### config.mk
export PLATFORM = sky130hd
export DESIGN_NAME = restore_timing_sel
export DESIGN_NICKNAME = d
export VERILOG_FILES = /design/src/rtl/restore_timing_sel.sv
export SDC_FILE = /design/constraint.sdc
export NUM_CORES = 1
export LEC_CHECK = 0
export BUFFER_PORTS_ARGS = -buffer_cell sky130_fd_sc_hd__buf_2
export CAP_MARGIN = 20
export CORE_ASPECT_RATIO = 1.4
export CORE_MARGIN = 3
export CORE_UTILIZATION = 50
export CTS_BUF_LIST = sky130_fd_sc_hd__clkbuf_2 sky130_fd_sc_hd__clkbuf_4 sky130_fd_sc_hd__clkbuf_8
export CTS_CLUSTER_DIAMETER = 200
export DETAILED_ROUTE_END_ITERATION = 10
export PLACE_DENSITY = 0.68
export SLEW_MARGIN = 10
export SYNTH_ARGS = -nofsm -noshare
export SYNTH_HDL_FRONTEND = slang
export SYNTH_SLANG_ARGS = --single-unit
### constraint.sdc
create_clock -name clk -period 6.1 [get_ports clk]
set_input_delay 1.22 -clock clk [delete_from_list [all_inputs] [get_ports clk]]
set_output_delay 1.22 -clock clk [all_outputs]
set_load 0.05 [all_outputs]
### src/rtl/restore_timing_sel.sv
module restore_timing_sel #(
  parameter int NGRP      = 8,
  parameter int SUBWIN    = 16,
  parameter int SLOW_MULT = 2,
  parameter int TW        = 8,
  parameter int FULL_TRAS = 35,
  parameter int FULL_TWR  = 15,
  parameter int GW        = (NGRP > 1) ? $clog2(NGRP) : 1
) (
  input  logic            clk,
  input  logic            rst_n,
  input  logic            acc_vld,
  input  logic [GW-1:0]   acc_grp,
  input  logic            upg_mode,
  input  logic            ref_vld,
  input  logic [GW-1:0]   ref_grp,
  input  logic            rate_we,
  input  logic [GW-1:0]   rate_grp,
  input  logic            rate_low,
  input  logic            cfg_we,
  input  logic            cfg_sel,
  input  logic [2:0]      cfg_idx,
  input  logic [TW-1:0]   cfg_data,
  output logic            out_vld,
  output logic [2:0]      out_win,
  output logic [TW-1:0]   out_tras,
  output logic [TW-1:0]   out_twr,
  output logic [NGRP-1:0] ref_due
);
  localparam int FAST = 4 * SUBWIN;
  localparam int SLOW = FAST * SLOW_MULT;
  localparam int CW   = $clog2(SLOW + 1);
  localparam logic [CW-1:0] FAST_C = CW'(FAST);
  localparam logic [CW-1:0] SLOW_C = CW'(SLOW);
  localparam logic [CW-1:0] GAP_C  = CW'(SLOW - FAST);
  localparam logic [CW-1:0] S1_C   = CW'(SUBWIN);
  localparam logic [CW-1:0] S2_C   = CW'(2 * SUBWIN);
  localparam logic [CW-1:0] S3_C   = CW'(3 * SUBWIN);

  logic [NGRP*CW-1:0] rem_flat;
  logic [NGRP-1:0]    low_v, upg_v;
  logic [CW-1:0]      rem_a, eff;
  logic               do_upg;
  logic [2:0]         win;
  logic [TW-1:0]      tras [5];
  logic [TW-1:0]      twr  [5];

  assign rem_a  = rem_flat[acc_grp*CW +: CW];
  assign do_upg = upg_mode && low_v[acc_grp] && !upg_v[acc_grp];
  assign eff    = (do_upg && rem_a > GAP_C) ? rem_a - GAP_C : rem_a;
  assign win    = (eff >= FAST_C) ? 3'd4 :
                  (eff >= S3_C)   ? 3'd0 :
                  (eff >= S2_C)   ? 3'd1 :
                  (eff >= S1_C)   ? 3'd2 : 3'd3;

  for (genvar g = 0; g < NGRP; g++) begin : grp
    logic [CW-1:0] rem_q, base;
    logic          low_q, upg_q, hit_ref, hit_acc;

    assign hit_ref = ref_vld && ref_grp == GW'(g);
    assign hit_acc = acc_vld && do_upg && acc_grp == GW'(g);
    assign base    = hit_acc ? eff : rem_q;

    always_ff @(posedge clk) begin
      if (!rst_n) begin
        rem_q <= FAST_C;
        low_q <= 1'b0;
        upg_q <= 1'b0;
      end else begin
        if (rate_we && rate_grp == GW'(g)) low_q <= rate_low;
        if (hit_ref) begin
          rem_q <= low_q ? SLOW_C : FAST_C;
          upg_q <= 1'b0;
        end else begin
          rem_q <= (base == '0) ? '0 : base - 1'b1;
          if (hit_acc) upg_q <= 1'b1;
        end
      end
    end

    assign rem_flat[g*CW +: CW] = rem_q;
    assign low_v[g]             = low_q;
    assign upg_v[g]             = upg_q;
    assign ref_due[g]           = (rem_q == '0);


    due_hold_chk: assert property (@(posedge clk) disable iff (!rst_n)
      ref_due[g] && !hit_ref |=> ref_due[g]);
  end

  always_ff @(posedge clk) begin
    if (!rst_n) begin
      for (int i = 0; i < 4; i++) begin
        tras[i] <= TW'(FULL_TRAS - 3 - 4 * i);
        twr[i]  <= TW'(FULL_TWR - 1 - 2 * i);
      end
      tras[4] <= TW'(FULL_TRAS);
      twr[4]  <= TW'(FULL_TWR);
    end else if (cfg_we && cfg_idx <= 3'd4) begin
      if (cfg_sel) twr[cfg_idx]  <= cfg_data;
      else         tras[cfg_idx] <= cfg_data;
    end
  end

  always_ff @(posedge clk) begin
    if (!rst_n) begin
      out_vld  <= 1'b0;
      out_win  <= 3'd0;
      out_tras <= '0;
      out_twr  <= '0;
    end else begin
      out_vld <= acc_vld;
      if (acc_vld) begin
        out_win  <= win;
        out_tras <= tras[win];
        out_twr  <= twr[win];
      end
    end
  end


  vld_rise_chk: assert property (@(posedge clk) disable iff (!rst_n)
    acc_vld |=> out_vld);

  vld_idle_chk: assert property (@(posedge clk) disable iff (!rst_n)
    !acc_vld |=> !out_vld);

  reload_due_chk: assert property (@(posedge clk) disable iff (!rst_n)
    ref_vld |=> !ref_due[$past(ref_grp)]);

  upg_clear_chk: assert property (@(posedge clk) disable iff (!rst_n)
    ref_vld |=> !upg_v[$past(ref_grp)]);

  near_not_full_chk: assert property (@(posedge clk) disable iff (!rst_n)
    acc_vld && !upg_mode && rem_a < FAST_C |=> out_win != 3'd4);
endmodule

==> results.cfg <==
[outcome]
status = completed

[synth]
synth.distinct_cells = 69
netlist_area_um2 = 8660
synth_flop_cell = dfxtp_1
synth_cells = 835
ys_async_sr_fraction = 0
yosys_warnings = 0
syn_avg_cell_area_um2 = 10.4
synth_edf_count = 80
syn_nets = 874
yosysSeqAreaShare = 0.508
postSynthRegisterBits = 180

[setup_path]
crit_chain = buf_2 > mux4_2 > mux2_2 > a2111oi_4 > a31oi_2 > and2_1 > mux2i_1 > mux2_2 > or4b_2 > nand3_1
crit_top_cell = mux2_2
reg2reg_slack_ns = 2.46
arrival_ns = 5.03
critPathBufInv = 1
rr_worst_depth = 9
critPathLaunchType = primary input
critical_path.max_stage_delay_ns = 0.62
crit_type = in -> reg
crit_family = multiplexers
worstPathMaxFanout = 28
rr_startpoint = grp[3].rem_q[4]$_SDFF_PP0_
critical_path_required_ns = 6.51
path_depth = 10
reg2reg_to = grp[2].rem_q[7]$_SDFF_PN0_
endpoint_kind = register
critical_path.slowest_cell = or4b_2

[clocking]
clk_latency_ns = 0.47
cts.path.max_buffers = 2
cts_max_level = 4
postCtsResizedCells = 0
post_cts_buffers = 0
hold_buffers = 0
clkSinkCount = 180
clk_pin_slew_ns = 0.09
cts_buffers = 17
root_buffer = clkbuf_8
cts_tree = yes

[pwr]
finalPower_mw = 3.89
power_density_nw_per_um2 = 404
power_leakage_nw = 3.68
vdd.ir_drop.worst_v = 0.000201

[route]
ant_nets = 0
firstDrtPassIters = 5
dr_total_vias = 6290
vias_per_cell = 5.52
routed_wl_um = 20200
wl_per_cell_um = 17.7
drtIter0Drc = 332
drc_errors = 0

[timing]
setup-tns-final_ns = 0
tightest_slew_ns = 1.05
min_period_ns = 4.63
fin_worst_skew_ns = 0.00969
finalMaxSlewViolations = 0
max_freq_mhz = 216
finalHoldViolCount = 0
rsz0062_at_grt = false
slew_headroom = 0.290
setup_viol = 0
setup_ws_ns = 1.47
period_share = 0.758

[global_route]
grt_pass1_vias = 6335
antenna_found_initial = 0
grt_use_total = 0.222
grt_max_degree = 43
grt_pass1_wl_um = 32500
grt_overflow = 0

[job]
maxCapViolCount = 0

[cells_and_area]
n_antenna_cell = 0
multiInputGateArea_um2 = 4050
area_growth_pct = 11.2
final_core_util = 0.571
register_area_um2 = 4400
nNetsFinal = 934
drive_gt1_frac = 0.155
mostFrequentLayoutCell = dfxtp_1
stdcell_count = 1140
most-common-layout-cells = dfxtp_1, nor2_1, edfxtp_1, and2_1, buf_2
fillers = 1511

[floorplanning]
die-area_um2 = 19000
rows = 56
start_util = 0.513
die_h_um = 162
core-area_um2 = 16900
die_w_um = 117
io_pins = 57

[min_path]
hold-path-cell-count = 1
min-delay-start = grp[7].rem_q[0]$_SDFF_PP0_
hp-class = reg -> reg
hold_end = grp[7].rem_q[0]$_SDFF_PP0_

[placed_design]
finalWeightedCongestion = 0.897
post-place-ws_ns = 0.966
io_buffers = 56
place_inst = 1101
dp_hpwl_um = 15100
[state kept, by name, indices dropped and copies added (netlist names)]
register   count
twr           40
out_tras       8
grp.rem_q     64
grp.low_q      8
out_win        3
grp.upg_q      8
out_vld        1
out_twr        8
tras          40
[metal layers]
metal | wire, um | vias up | track usage
li1 | - | 3126 | -
met1 | 8130 | 3024 | 0.260
met2 | 11000 | 113 | 0.400
met3 | 628 | 27 | 0.0388
met4 | 468 | 0 | 0.0788
met5 | 0 | - | 0
[synth_stat cells, drive strengths merged, types with 8 or more instances]
library cell / instances / area share
nor2: 90 / 0.039
mux2: 25 / 0.033
and2: 65 / 0.047
or3: 25 / 0.018
nand2b: 26 / 0.019
edfxtp: 80 / 0.28
nor2b: 18 / 0.013
buf: 8 / 0.0055
inv: 24 / 0.010
a22oi: 17 / 0.015
ha: 10 / 0.014
nand2: 52 / 0.023
a21oi: 15 / 0.0087
xnor2: 17 / 0.017
nor3: 41 / 0.024
nand3: 10 / 0.0058
mux2i: 54 / 0.062
a31oi: 8 / 0.0065
o21ai: 37 / 0.021
clkbuf: 20 / 0.0087
dfxtp: 100 / 0.23
[stage by stage]
| step | hold slack (ns) | instance area [um^2] |
|---|---|---|
| 6_report | 0.449 | 9630 |
| 5_1_grt | 0.477 | 9630 |
| 4_1_cts | 0.450 | 9600 |
| 3_5_place_dp | 0.435 | 9160 |
| 3_3_place_gp | 0.432 | 9160 |
| 2_1_floorplan | 0.413 | 8660 |
[kinds of logic (layout without fill, tap and decap cells)]
| family | count (synthesis) | count (layout) | synth area share |
|---|---|---|---|
| simple gates | 363 | 363 | 0.219 |
| flops | 180 | 180 | 0.508 |
| compound gates | 120 | 120 | 0.0953 |
| mux | 86 | 86 | 0.114 |
| buf+inv | 52 | 125 | 0.0246 |
| xor+xnor | 24 | 24 | 0.0243 |
| fa+ha+maj | 10 | 10 | 0.0144 |
[final cells by class]
class | count | area share
clock inverter | 14 | 0.0201
inverter | 24 | 0.00935
clock buffer | 18 | 0.0251
tap | 232 | 0.0301
timing repair buffer | 69 | 0.0374
sequential | 180 | 0.457
multi-input combinational | 603 | 0.421
[how the worst max path moves through the flow]
stage	start	endpoint
after CTS	acc_grp[0]	grp[4].rem_q[3]$_SDFF_PP0_
after global routing	acc_grp[0]	grp[4].rem_q[3]$_SDFF_PP0_
after global placement	acc_grp[0]	grp[4].rem_q[3]$_SDFF_PP0_
after detailed placement	acc_grp[0]	grp[4].rem_q[3]$_SDFF_PP0_
final	acc_grp[0]	grp[2].rem_q[7]$_SDFF_PN0_
after floorplan	acc_grp[0]	out_tras[5]$_SDFFE_PN0P_
[power by group]
group          switching, mW  internal, mW  total [mW]
clock network          0.465         0.424       0.888
registers              0.208          1.47        1.68
logic                  0.771         0.549        1.32
total                   1.44          2.45        3.89
Note: power is estimated with default switching activity, not from simulation.
